## config.mk

```make
export PLATFORM = sky130hd
export DESIGN_NAME = wadd_unit
export DESIGN_NICKNAME = d
export VERILOG_FILES = /design/src/rtl/wadd_pkg.sv /design/src/rtl/wadd_decode.sv /design/src/rtl/wadd_half_sel.sv /design/src/rtl/wadd_lane_array.sv /design/src/rtl/wadd_unit.sv
export SDC_FILE = /design/constraint.sdc
export NUM_CORES = 1
export LEC_CHECK = 0
export BUFFER_PORTS_ARGS = -buffer_cell sky130_fd_sc_hd__buf_4
export CAP_MARGIN = 15
export CORE_MARGIN = 2
export CORE_UTILIZATION = 45
export CTS_CLUSTER_DIAMETER = 60
export DETAILED_ROUTE_END_ITERATION = 10
export MAX_ROUTING_LAYER = met4
export PLACE_DENSITY = 0.8
export SYNTH_ARGS = -nofsm -noshare
export SYNTH_HDL_FRONTEND = slang
export SYNTH_SLANG_ARGS = --single-unit
```

## constraint.sdc

```tcl
create_clock -name clk -period 1.9 [get_ports clk]
set_input_delay 0.285 -clock clk [delete_from_list [all_inputs] [get_ports clk]]
set_output_delay 0.285 -clock clk [all_outputs]
set_load 0.01 [all_outputs]
```

## src/rtl/wadd_pkg.sv

```systemverilog
package wadd_pkg;
  localparam int INSTR_W   = 32;
  localparam int REG_IDX_W = 5;
  localparam logic [INSTR_W-1:0] MATCH_MASK  = 32'hBF20_FC00;
  localparam logic [INSTR_W-1:0] MATCH_VALUE = 32'h2E20_1000;

  typedef enum logic [1:0] {
    LSZ_BYTE = 2'd0,
    LSZ_HALF = 2'd1,
    LSZ_WORD = 2'd2,
    LSZ_RSVD = 2'd3
  } lane_size_e;

  typedef struct packed {
    logic                 match;
    logic                 upper;
    lane_size_e           lsize;
    logic [REG_IDX_W-1:0] dst;
    logic [REG_IDX_W-1:0] src_w;
    logic [REG_IDX_W-1:0] src_n;
  } dec_t;
endpackage

```

## src/rtl/wadd_decode.sv

```systemverilog
module wadd_decode
  import wadd_pkg::*;
(
  input  logic [INSTR_W-1:0] instr,
  output dec_t               dec,
  output logic               op_ok
);
  always_comb begin
    dec.match = ((instr & MATCH_MASK) == MATCH_VALUE);
    dec.upper = instr[30];
    dec.lsize = lane_size_e'(instr[23:22]);
    dec.src_n = instr[20:16];
    dec.src_w = instr[9:5];
    dec.dst   = instr[4:0];
    op_ok     = dec.match && (dec.lsize != LSZ_RSVD);
  end
endmodule

```

## src/rtl/wadd_half_sel.sv

```systemverilog
module wadd_half_sel #(
  parameter int VEC_W = 128,
  localparam int HALF_W = VEC_W / 2
) (
  input  logic [VEC_W-1:0]  vec,
  input  logic              upper,
  output logic [HALF_W-1:0] half
);
  always_comb half = upper ? vec[VEC_W-1:HALF_W] : vec[HALF_W-1:0];
endmodule

```

## src/rtl/wadd_lane_array.sv

```systemverilog
module wadd_lane_array #(
  parameter int VEC_W      = 128,
  parameter int MIN_NARROW = 8,
  parameter int NUM_SIZES  = 3,
  localparam int HALF_W = VEC_W / 2
) (
  input  logic [VEC_W-1:0]  wide,
  input  logic [HALF_W-1:0] narrow,
  input  logic [1:0]        size_code,
  output logic [VEC_W-1:0]  sum
);
  logic [NUM_SIZES-1:0][VEC_W-1:0] sum_by_size;

  for (genvar s = 0; s < NUM_SIZES; s++) begin : g_size
    localparam int NW = MIN_NARROW << s;
    localparam int WW = 2 * NW;
    localparam int NL = HALF_W / NW;
    for (genvar e = 0; e < NL; e++) begin : g_lane
      logic [WW-1:0] ext_n;
      assign ext_n = {{NW{1'b0}}, narrow[e*NW +: NW]};
      assign sum_by_size[s][e*WW +: WW] = wide[e*WW +: WW] + ext_n;
    end
  end

  always_comb begin
    sum = '0;
    for (int s = 0; s < NUM_SIZES; s++) begin
      if (int'(size_code) == s) sum = sum_by_size[s];
    end
  end
endmodule

```

## src/rtl/wadd_unit.sv

```systemverilog
module wadd_unit
  import wadd_pkg::*;
#(
  parameter int VEC_W      = 128,
  parameter int MIN_NARROW = 8,
  parameter int NUM_SIZES  = 3,
  localparam int HALF_W = VEC_W / 2
) (
  input  logic                 clk,
  input  logic                 rst_n,
  input  logic                 in_valid,
  input  logic [INSTR_W-1:0]   instr,
  input  logic [VEC_W-1:0]     op_wide,
  input  logic [VEC_W-1:0]     op_narrow,
  output logic                 out_valid,
  output logic                 out_undef,
  output logic                 out_nomatch,
  output logic [VEC_W-1:0]     out_result,
  output logic [REG_IDX_W-1:0] out_dst,
  output logic [REG_IDX_W-1:0] out_src_wide,
  output logic [REG_IDX_W-1:0] out_src_narrow
);
  dec_t              dec;
  logic              op_ok;
  logic [HALF_W-1:0] narrow_half;
  logic [VEC_W-1:0]  lane_sum;

  wadd_decode i_dec (.instr(instr), .dec(dec), .op_ok(op_ok));

  wadd_half_sel #(.VEC_W(VEC_W)) i_half (
    .vec(op_narrow), .upper(dec.upper), .half(narrow_half)
  );

  wadd_lane_array #(.VEC_W(VEC_W), .MIN_NARROW(MIN_NARROW), .NUM_SIZES(NUM_SIZES)) i_lanes (
    .wide(op_wide), .narrow(narrow_half), .size_code(dec.lsize), .sum(lane_sum)
  );

  // next-state logic
  logic                 valid_d, undef_d, nomatch_d, load_en;
  logic [VEC_W-1:0]     result_d;
  logic [REG_IDX_W-1:0] dst_d, srcw_d, srcn_d;

  always_comb begin
    valid_d   = in_valid && op_ok;
    undef_d   = in_valid && dec.match && !op_ok;
    nomatch_d = in_valid && !dec.match;
    load_en   = valid_d;
    result_d  = load_en ? lane_sum  : out_result;
    dst_d     = load_en ? dec.dst   : out_dst;
    srcw_d    = load_en ? dec.src_w : out_src_wide;
    srcn_d    = load_en ? dec.src_n : out_src_narrow;
  end

  // register process
  always_ff @(posedge clk or negedge rst_n) begin
    if (!rst_n) begin
      out_valid      <= 1'b0;
      out_undef      <= 1'b0;
      out_nomatch    <= 1'b0;
      out_result     <= '0;
      out_dst        <= '0;
      out_src_wide   <= '0;
      out_src_narrow <= '0;
    end else begin
      out_valid      <= valid_d;
      out_undef      <= undef_d;
      out_nomatch    <= nomatch_d;
      out_result     <= result_d;
      out_dst        <= dst_d;
      out_src_wide   <= srcw_d;
      out_src_narrow <= srcn_d;
    end
  end

  // at most one outcome flag at a time
  a_r8_one_flag: assert property (@(posedge clk) disable iff (!rst_n)
    $onehot0({out_valid, out_undef, out_nomatch}));

  // an idle input cycle leaves all flags low
  a_r8_idle_quiet: assert property (@(posedge clk) disable iff (!rst_n)
    !in_valid |=> !(out_valid || out_undef || out_nomatch));

  // a word outside the pattern never yields a result
  a_r1_nomatch: assert property (@(posedge clk) disable iff (!rst_n)
    (in_valid && !dec.match) |=> (out_nomatch && !out_valid));

  // reserved lane size is undefined, never valid
  a_r5_reserved: assert property (@(posedge clk) disable iff (!rst_n)
    (in_valid && dec.match && dec.lsize == LSZ_RSVD) |=> (out_undef && !out_valid));

  // payload holds without a valid operation
  a_r9_hold: assert property (@(posedge clk) disable iff (!rst_n)
    !(in_valid && op_ok) |=> ($stable(out_result) && $stable(out_dst)));
endmodule

```

# Yosys cells after proc, flatten, opt, wreduce, memory -nomap -nowiden

Index checks and enable logic that the tools add are counted.

Add/subtract/negate cells: 14
Equal/unequal tests: 4
Mux-type cells: 4
Reduce and logical (&&, ||, !) cells: 8

Operators by type and width:

| kind                                            | count |
|---|---|
| two-way mux 128 bit                             | 3 |
| adder 16 x 8 -> 16 bit                          | 8 |
| adder 32 x 16 -> 32 bit                         | 4 |
| adder 64 x 32 -> 64 bit                         | 2 |
| two-way mux 64 bit                              | 1 |
| == test 14 x 13 -> 1 bit, second input constant | 1 |
| logical AND 1 bit                               | 5 |
| == test 2 bit, second input constant            | 2 |
| logical NOT 1 bit                               | 2 |
| logical NOT 2 bit                               | 1 |
| inequality test 2 bit, second input constant    | 1 |

Register bits after elaboration: 146
Input bits: 291
Output and inout port bits: 146
Logic and storage cells: 37

# Logic depth before layout (Yosys ltp)

Gate-level depths: netlist of run 1.

Word-level depth: 5
Gate-level depth with buffers: 16
Depth with buffers taken out: 13

# By module

A second synthesis of run 1 with hierarchy kept.

Cells, all modules: 2,114
Area total of the unflattened synthesis: 18,202.5 um^2

By module, submodules not included:

| module          | times used | cells an instance | area each (um^2) | sequential area each (um^2) |
|---|---|---|---|---|
| wadd_lane_array | 1          | 1,709             | 11,292.1         | 0.0 |
| wadd_unit       | 1          | 309               | 5,635.4          | 3,653.5 |
| wadd_half_sel   | 1          | 71                | 1,077.3          | 0.0 |
| wadd_decode     | 1          | 25                | 197.7            | 0.0 |

# Least setup slack after synthesis of run 1

Ideal clock, no wire load.

Path kind: in2reg
Start: in instr[30]
End: reg out_result[122]
Arrival time: 3.713 ns
Setup slack: -1.939 ns
Stages on the path: 15
Path buffers: 2
Cell sequence: clkbuf_1 clkbuf_1 mux2_2 ha_1 inv_1 fa_1 nand2b_1 a21o_1 a2111o_1 nand3_2 o2111ai_4 a211oi_2 nand4_1 xnor2_1 a221o_1

Word-level cells in the longest chain between the ends: 5
Elaborated cells on any way between the ends: 7

Ends and longest elaborated chain:

| item                                                            | RTL line              | text |
|---|---|---|
| from (decl)                                                     | wadd_unit.sv:12       | `input logic [INSTR_W-1:0] instr,` |
| two-way mux 64 bit *                                            | wadd_half_sel.sv:9    | `always_comb half = upper ? vec[VEC_W-1:HALF_W] : vec[HALF_W-1:0];` |
| branches (longest 3 deep; another with adder 64 x 32 -> 64 bit) | --                    |  |
| two-way mux 128 bit *                                           | wadd_lane_array.sv:28 | `if (int'(size_code) == s) sum = sum_by_size[s];` |
| to (signal assigned)                                            | wadd_unit.sv:68       | `out_result <= result_d;` |
| to (decl)                                                       | wadd_unit.sv:18       | `output logic [VEC_W-1:0] out_result,` |

Mark *: on every way between the ends.
A chain may end at the register's enable or synchronous reset.

# Final worst setup path of run 1

Start: in instr[30]
End: reg out_result[20]

Same word-level chain as after synthesis.

==> results of run 1 <==
synth_stat cells, drive strengths merged, types with 9 or more instances:
cell type and n:
a2111oi 9, a211oi 44, a21boi 9, a21o 38
a21oi 178, a221oi 22, a22oi 24, a31oi 34
and2 14, and3 53, and4 14, buf 30
clkbuf 88, dfrtp 146, ha 128, inv 57
mux2 62, mux2i 22, nand2 256, nand2b 19
nand3 76, nand4 47, nor2 174, nor2b 15
nor3 40, nor4 10, o211ai 26, o21a 24
o21ai 183, o21bai 16, o221ai 11, o22ai 17
or2 14, or3 16, xnor2 110, xor2 98
timing repair:
action | 4_1_cts | 5_1_grt
gates cloned | 3 | 0
buffers inserted | 123 | 58
endpoints found under the setup margin | 141 | 143
hold endpoints to repair | 37 | 0
hold buffers | 2 | 0
gates resized for setup | 542 | 228
pin swaps | 257 | 197
layer usage:
layer / GRT usage / vias up
li1: - / 10783
met1: 0.5289 / 12026
met2: 0.7438 / 2111
met3: 0.1024 / 831
met4: 0.3484 / 0
met5: - / -
layout make-up:
type                    count  area, sq um
diodes                      2        5.005
clock buffers              19        442.9
clock inverters            13        175.2
fillers                  2197         5829
inverters                  59        222.7
multi-input cells        1923        16680
flip-flops and latches    146         3654
well taps                 518        648.1
repair buffers           1329        10720
state kept, by name, indices dropped and copies added, names as in the netlist:
name / count
out_undef: 1
out_valid: 1
out_dst: 5
out_src_wide: 5
out_result: 128
out_nomatch: 1
out_src_narrow: 5
final timing paths:
check | start | end | slack (ns)
min in group asynchronous | rst_n | out_result[85]$_DFFE_PN0P_ | 0.32
setup / recovery | instr[30] | out_result[20]$_DFFE_PN0P_ | -1.92
hold / removal | instr[7] | out_src_wide[2]$_DFFE_PN0P_ | 0.02
max in group asynchronous | rst_n | out_result[30]$_DFFE_PN0P_ | 0.88
setup reg to reg | out_result[49]$_DFFE_PN0P_ | out_result[49]$_DFFE_PN0P_ | 0.52
hold reg to reg | out_result[67]$_DFFE_PN0P_ | out_result[67]$_DFFE_PN0P_ | 0.49
logic make-up (layout without fill, tap and decap cells):
group,after synthesis,in the layout
xor+xnor,208,208
other cells,0,2
fa+ha+maj,136,136
simple gates,770,770
buf+inv,177,1420
flops,146,146
compound gates,725,725
mux,84,84
metrics by stage:
step | hold WS (ns) | power (uW) | utilization | setup TNS [ns] | worst slack, ns
6_report | 0.02406 | 16780 | 0.8481 | -110.31 | -1.922
5_1_grt | 0.01946 | 17310 | 0.8481 | -118.08 | -2.000
4_1_cts | 0.003362 | 15500 | 0.8097 | -86.49 | -1.107
3_5_place_dp | 0.2561 | 10310 | 0.6994 | -192.97 | -2.028
3_3_place_gp | 0.2581 | 10170 | 0.6994 | -187.56 | -1.943
2_1_floorplan | -0.01059 | 6639 | - | -121.63 | -1.522
power by group through the flow:
stage	Sequential (uW)	Clock [uW]	Combinational [uW]
final	3260	3780	9750
after floorplan	3290	0	3350
after detailed placement	3300	0	7010
after CTS	3240	3770	8490
after global routing	3260	3910	10100
after global placement	3290	0	6870
worst max-delay path, stage by stage:
cell	delay, ns
buf_16	0.12
buf_16	0.13
mux2_2	0.37
ha_4	0.30
buf_4	0.20
nand2_1	0.08
o21ai_0	0.97
a31oi_4	0.05
o21ai_4	0.14
a221oi_4	0.10
o21bai_1	0.21
xor2_1	0.83
nor3_1	0.16
nor3_1	0.23
==> reports/metrics.csv, run 1 <==
stage,metric,value,unit
status,status,"finished, violations left",
status,failing checks,negative setup slack,
power_and_ir_drop,Flop pwr share,0.194,
clocking,Clock Sink Count,146,
yosys,Synth Cell Area,0.01739,sq mm
cells_and_area,most frequent cells in the layout,"buf_4, nand2_1, nor2_1, dfrtp_1, a21oi_1",
floorplanning,core footprint,0.03838,sq mm
clocking,"Clk Latency, worst-skew pair",0.47,ns
yosys,area share of fa/ha/maj cells after synthesis,0.1013,
power_and_ir_drop,Clock power frac,0.225,
yosys,top_reg_cell synth,dfrtp_1,
global_routing,vias in the first global route,25250,
yosys,Cells after Synth,2246,
clocking,H-tree depth,4,
power_and_ir_drop,sw frac,0.3974,
power_and_ir_drop,power density cells,515.6,mW/mm^2
floorplanning,row count,72,
power_and_ir_drop,Leak Pwr,0.01509,uW
yosys,Unique masters post-synth,99,
detailed_routing,DRC,0,
yosys,main combinational cell family by area after synthesis,compound AO/OA/AOI/OAI gates,
timing,RSZ-0062 raised after global routing,yes,
yosys,register area share after synthesis,0.2101,
detailed_routing,DR vias/cell,6.423,
yosys,Synth top area share,0.2101,
clocking,CTS tree,yes,
yosys,Ys Warns,0,
detailed_routing,DRT iter0 DRCs,3077,
yosys,leading area contributor after synthesis,dfrtp_1,
placement,dpl cells,3811,
detailed_routing,DR WL met2,45.77,mm
cells_and_area,P&R area growth vs syn,87.13,%
detailed_routing,M1 WL,35.59,mm
timing,Final period util,2.011,
critical_path,Worst EP required,2.27,ns
cells_and_area,layout cell share with drive strength beyond 1,0.5506,
timing,PnR worst setup slack,-1.922,ns
placement,GP Congestion,1.039,
timing,Worst slew margin,0.1530,
yosys,mux cell area share after synthesis,0.05280,
placement,Placement Cell Area,0.02684,sq mm
timing,Worst Skew,0,ns
critical_path,CP Launch Type,input pin,
global_routing,GR Overflow Total,0,
yosys,Avg Inst Size Synth,7.744,sq um
placement,I/O Buffers,436,
job,max-cap check violation count,0,
global_routing,largest net degree at the start of global routing,43,
floorplanning,die area,0.04024,sq mm
detailed_routing,DR pass1 iterations,6,
global_routing,GRT Util Overall,0.4722,
critical_path,Worst EP arrival,4.20,ns
floorplanning,Starting Density,0.4532,
yosys,syn_nets,2673,
detailed_routing,metal3 WL,11.91,mm
min_path,Hold Crit Class,in2reg,
critical_path,Worst Path Max Fanout,7,
detailed_routing,final wirelength,103.5,mm
timing,final hold vios,0,
timing,Final setup viols,119,
yosys,Synth async-reset ratio,1.000,
timing,fmax,261.7,MHz
yosys,Synth Area in Compound Gates,0.2759,
timing,worst slew pin tran,1.257,ns
critical_path,CP Capture Type,flip-flop,
clocking,CTS Root Cell,clkbuf_16,
timing,Max Slew Vio Count,0,
cells_and_area,final instance area,0.03255,sq mm
clocking,clk buf depth,2,
min_path,Hold Crit Depth,3,
global_routing,initial antenna violation count,2,
detailed_routing,Vias,25751,
yosys,number of synthesized flops with an enable pin,0,
cells_and_area,Non-Filler Instances,4009,
yosys,synth top area cells,"dfrtp_1, ha_1, xnor2_1",
power_and_ir_drop,Max IR drop VDD,0.0007547,V
detailed_routing,wire per inst,25.82,microns
global_routing,first-pass GRT wire length,143.5,mm
floorplanning,Die W,200.6,microns
floorplanning,DIE HEIGHT,200.6,microns
critical_path,Setup Crit Path Kind,in2reg,
cells_and_area,"commonest non-fill, non-tap cell in the layout",buf_4,
timing,fin crit period,3.822,ns
detailed_routing,Antenna Violating Nets Remaining,0,
critical_path,R2R depth,3,
power_and_ir_drop,Net Sw Power,6670,uW
yosys,simple-gate share of the synthesized area,0.2140,
power_and_ir_drop,logic gate share of total power,0.581,
placement,DPL Wire Length,69.81,mm
clocking,CTS buffer count,17,
yosys,synthesized flop and latch total,146,
yosys,Post-Synth XOR/XNOR Area,0.1047,
detailed_routing,Highest Signal Layer,met4,
cells_and_area,nets,3903,
floorplanning,I/O Pins,437,
power_and_ir_drop,cell-internal power,10110,uW
clocking,clock slew at reported path FFs,0.07,ns
No activity file was read; power rests on OpenSTA's default activity.
==> run 2: changes to the inputs <==
CORE_ASPECT_RATIO = 1.75   (was not set)
==> run 2 against run 1 <==
Compared with the run above:
- the run now fails in global routing
- area after synthesis did not move
- synthesized cell count is the same
==> reports/metrics.csv, run 2 <==
stage,metric,value,unit
status,status,aborted with a tool error,
status,Stopped at,global routing,
status,Error,[ERROR GRT-0232] Routing congestion too high. Check the congestion heatmap in the GUI.,
clocking,clk buf depth,2,
floorplanning,I/O Pins,437,
yosys,syn_nets,2673,
global_routing,initial antenna violation count,6,
yosys,synthesized flop and latch total,146,
placement,post-place setup slack,-2.013,ns
floorplanning,row count,95,
yosys,Ys Warns,0,
yosys,Cells after Synth,2246,
yosys,Unique masters post-synth,99,
yosys,register area share after synthesis,0.2101,
yosys,top_reg_cell synth,dfrtp_1,
global_routing,GRT Util Overall,0.5776,
floorplanning,Die W,152.6,microns
timing,post-GRT worst EP,out_result[108]$_DFFE_PN0P_/D,
yosys,leading area contributor after synthesis,dfrtp_1,
clocking,CTS buffer count,17,
placement,DPL Wire Length,72.43,mm
yosys,synth top area cells,"dfrtp_1, ha_1, xnor2_1",
placement,GP Congestion,1.110,
yosys,"count leader, synth",nand2_1,
floorplanning,Starting Density,0.4544,
yosys,Avg Inst Size Synth,7.744,sq um
yosys,Synth top area share,0.2101,
yosys,Synth async-reset ratio,1.000,
floorplanning,DIE HEIGHT,264.1,microns
yosys,Commonest cells post-synth,"nand2_1, a21oi_1, nor2_1",
clocking,CTS Root Cell,clkbuf_16,
yosys,Synth Cell Area,0.01739,sq mm
clocking,Clock Sink Count,146,
timing,WEP type,sequential cell input,
global_routing,largest net degree at the start of global routing,46,
clocking,H-tree depth,4,
global_routing,GR Overflow Total,3,
yosys,number of synthesized flops with an enable pin,0,
placement,I/O Buffers,436,
run 2: cell counts after synthesis:
No cell type changed its count.
run 2: repair_timing:
action	4_1_cts
hold buffers	1
hold endpoints to repair	30
gates cloned	7
setup buffers	74
gates resized for setup	491
endpoints found under the setup margin	118
pin swaps	236
run 2: through the flow:
stage | instance area (sq um) | hold WS (ns) | utilization | setup TNS (ns) | instances
floorplan | 17750 | -0.01059 | - | -121.63 | 2246
global placement | 26560 | 0.2474 | 0.6940 | -178.60 | 3742
detailed placement | 26560 | 0.2557 | 0.6940 | -185.93 | 3742
CTS | 30230 | 0.01119 | 0.7899 | -88.31 | 3845
run 2: routing by layer:
layer	global-route usage	overflow
met5	-	-
met4	0.6034	2
met3	0.2356	0
met2	0.8816	1
met1	0.5236	0
run 2: kinds of logic after synthesis:
group	count (synthesis)	synth area share
mux	84	0.05280
buf+inv	177	0.04122
flops	146	0.2101
compound gates	725	0.2759
simple gates	770	0.2140
xor+xnor	208	0.1047
fa+ha+maj	136	0.1013
==> run 3: changes to the inputs <==
CORE_ASPECT_RATIO = not set   (was 1.75)
CORE_UTILIZATION = 30   (was 45)
CTS_CLUSTER_DIAMETER = not set   (was 60)
MAX_ROUTING_LAYER = not set   (was met4)
PLACE_DENSITY = not set   (was 0.8)
PLACE_DENSITY_LB_ADDON = 0.15   (was not set)
==> run 3 against run 2 <==
Compared with the run above:
- the flow now finishes, with violations (negative setup slack)
==> reports/metrics.csv, run 3 (same netlist as run 1, synthesis figures left out) <==
stage,metric,value,unit
status,status,"finished, violations left",
status,failing checks,negative setup slack,
clocking,Clock Sink Count,146,
power_and_ir_drop,Max IR drop VDD,0.0008229,V
detailed_routing,DR vias/cell,5.485,
timing,Worst slew margin,0.6254,
min_path,Hold Crit Depth,3,
global_routing,met1 track utilization from global routing,0.3938,
critical_path,Worst EP arrival,3.32,ns
global_routing,GR Overflow Total,0,
timing,RSZ-0062 raised after global routing,yes,
min_path,hold endpoint,out_src_narrow[4]$_DFFE_PN0P_,
timing,fin crit period,2.943,ns
power_and_ir_drop,Total Power,16150,uW
global_routing,vias in the first global route,23278,
clocking,CTS tree,yes,
global_routing,largest net degree at the start of global routing,50,
critical_path,Setup Crit Path Kind,in2reg,
detailed_routing,wire per inst,22.77,microns
critical_path,CP Capture Type,flip-flop,
clocking,H-tree depth,4,
critical_path,R2R setup slack,0.62,ns
global_routing,routing usage on met2,0.5262,
cells_and_area,filler cell count,5272,
timing,Final setup viols,113,
cells_and_area,final core occ,0.5661,
timing,final hold vios,0,
critical_path,CP Launch Type,input pin,
floorplanning,DIE HEIGHT,244.8,microns
floorplanning,core footprint,0.05748,sq mm
detailed_routing,DRC,0,
detailed_routing,DRT iter0 DRCs,1601,
clocking,CTS Root Cell,clkbuf_16,
timing,Final period util,1.549,
cells_and_area,"commonest non-fill, non-tap cell in the layout",buf_4,
global_routing,initial antenna violation count,2,
cells_and_area,layout cell share with drive strength beyond 1,0.5422,
clocking,clk buf depth,2,
floorplanning,die area,0.05992,sq mm
power_and_ir_drop,Leak Pwr,0.01478,uW
cells_and_area,final instance area,0.03254,sq mm
cells_and_area,P&R area growth vs syn,87.06,%
placement,dpl cells,4040,
critical_path,r2r endpoint,out_result[112]$_DFFE_PN0P_,
cells_and_area,most flop-heavy register,out_result,
global_routing,GRT Util Overall,0.3064,
cells_and_area,ANT cells,0,
critical_path,R2R depth,4,
critical_path,Worst Path Max Fanout,5,
floorplanning,I/O Pins,437,
global_routing,GR Layer Usage met3,0.04111,
job,max-cap check violation count,0,
detailed_routing,Vias,23066,
detailed_routing,final wirelength,95.76,mm
timing,Worst Skew,0,ns
detailed_routing,Antenna Violating Nets Remaining,0,
detailed_routing,DR pass1 iterations,5,
timing,PnR worst setup slack,-1.043,ns
power_and_ir_drop,power density cells,496.4,mW/mm^2
cells_and_area,most frequent cells in the layout,"buf_4, nand2_1, nor2_1, dfrtp_1, a21oi_1",
cells_and_area,max reg flops,128,
clocking,CTS buffer count,17,
cells_and_area,Non-Filler Instances,4205,
placement,GP Congestion,0.9427,
placement,I/O Buffers,436,
timing,fmax,339.7,MHz
min_path,Hold Crit Class,in2reg,
cells_and_area,nets,3854,
floorplanning,Starting Density,0.3026,
floorplanning,row count,88,
min_path,hold_sp,instr[20],
placement,DPL Wire Length,73.58,mm
critical_path,r2r startpoint,out_result[112]$_DFFE_PN0P_,
placement,Placement Cell Area,0.02711,sq mm
timing,Max Slew Vio Count,0,
timing,worst slew pin tran,0.5477,ns
floorplanning,Die W,244.8,microns
global_routing,first-pass GRT wire length,139.5,mm
critical_path,Worst EP required,2.28,ns
clocking,clock slew at reported path FFs,0.07,ns
global_routing,most heavily used metal layer in global routing,met2,
clocking,"Clk Latency, worst-skew pair",0.50,ns
## run 3: worst max path at each step
stage                    from                          end  cells past startpoint
floorplan           instr[30]  out_result[122]$_DFFE_PN0P_                     15
global placement    instr[30]   out_result[61]$_DFFE_PN0P_                     13
detailed placement  instr[30]   out_result[61]$_DFFE_PN0P_                     13
CTS                 instr[30]   out_result[90]$_DFFE_PN0P_                     16
global route        instr[30]  out_result[110]$_DFFE_PN0P_                     15
finish              instr[30]  out_result[122]$_DFFE_PN0P_                     15
## run 3: report_power, final
part           total [uW]  leakage [uW]  switching (uW)  internal, uW
combinational        9160        0.0125            4500          4660
sequential           3220       0.00199            55.5          3160
clock                3780      0.000298            1870          1910
## run 3: metal layers
layer  vias to the layer above  share of wire
met5                         -        0.00027
met4                         4          0.031
met3                       160          0.056
met2                       814           0.49
met1                     11402           0.43
li1                      10686              -
## run 3: metrics by stage
stage               TNS, ns  setup WS, ns  hold WS [ns]
finish               -85.04        -1.043       0.02895
global route         -93.84        -1.135       0.01432
CTS                  -80.91        -1.007      0.003384
detailed placement  -199.42        -2.178        0.1767
global placement    -197.80        -2.269        0.1767
floorplan           -121.63        -1.522      -0.01059
## run 3: timing repair
action	in CTS	in global routing
cloned	8	0
pin swaps	146	249
hold endpoints to repair	138	0
hold buffers	15	0
gates resized for setup	391	368
buffers inserted	60	63
endpoints found under the setup margin	117	133
## run 3: final cells by class
cell class	instances	area (sq um)	area share
multi-input cells	1924	16620	0.5109
repair buffers	1279	10480	0.3221
flip-flops and latches	146	3654	0.1123
well taps	765	957.2	0.02942
clock buffers	18	439.2	0.01350
inverters	59	222.7	0.006845
clock inverters	14	160.2	0.004923
## run 3: worst max-delay path, cell delays in order
cell       delay [ns]
buf_16           0.14
mux2_4           0.21
ha_4             0.13
inv_2            0.04
fa_2             0.35
nand2b_4         0.15
a21o_1           0.17
a2111o_1         0.44
nand3_4          0.15
o2111ai_4        0.23
buf_6            0.20
a211oi_4         0.24
nand4_1          0.14
xnor2_1          0.15
a221o_1          0.29
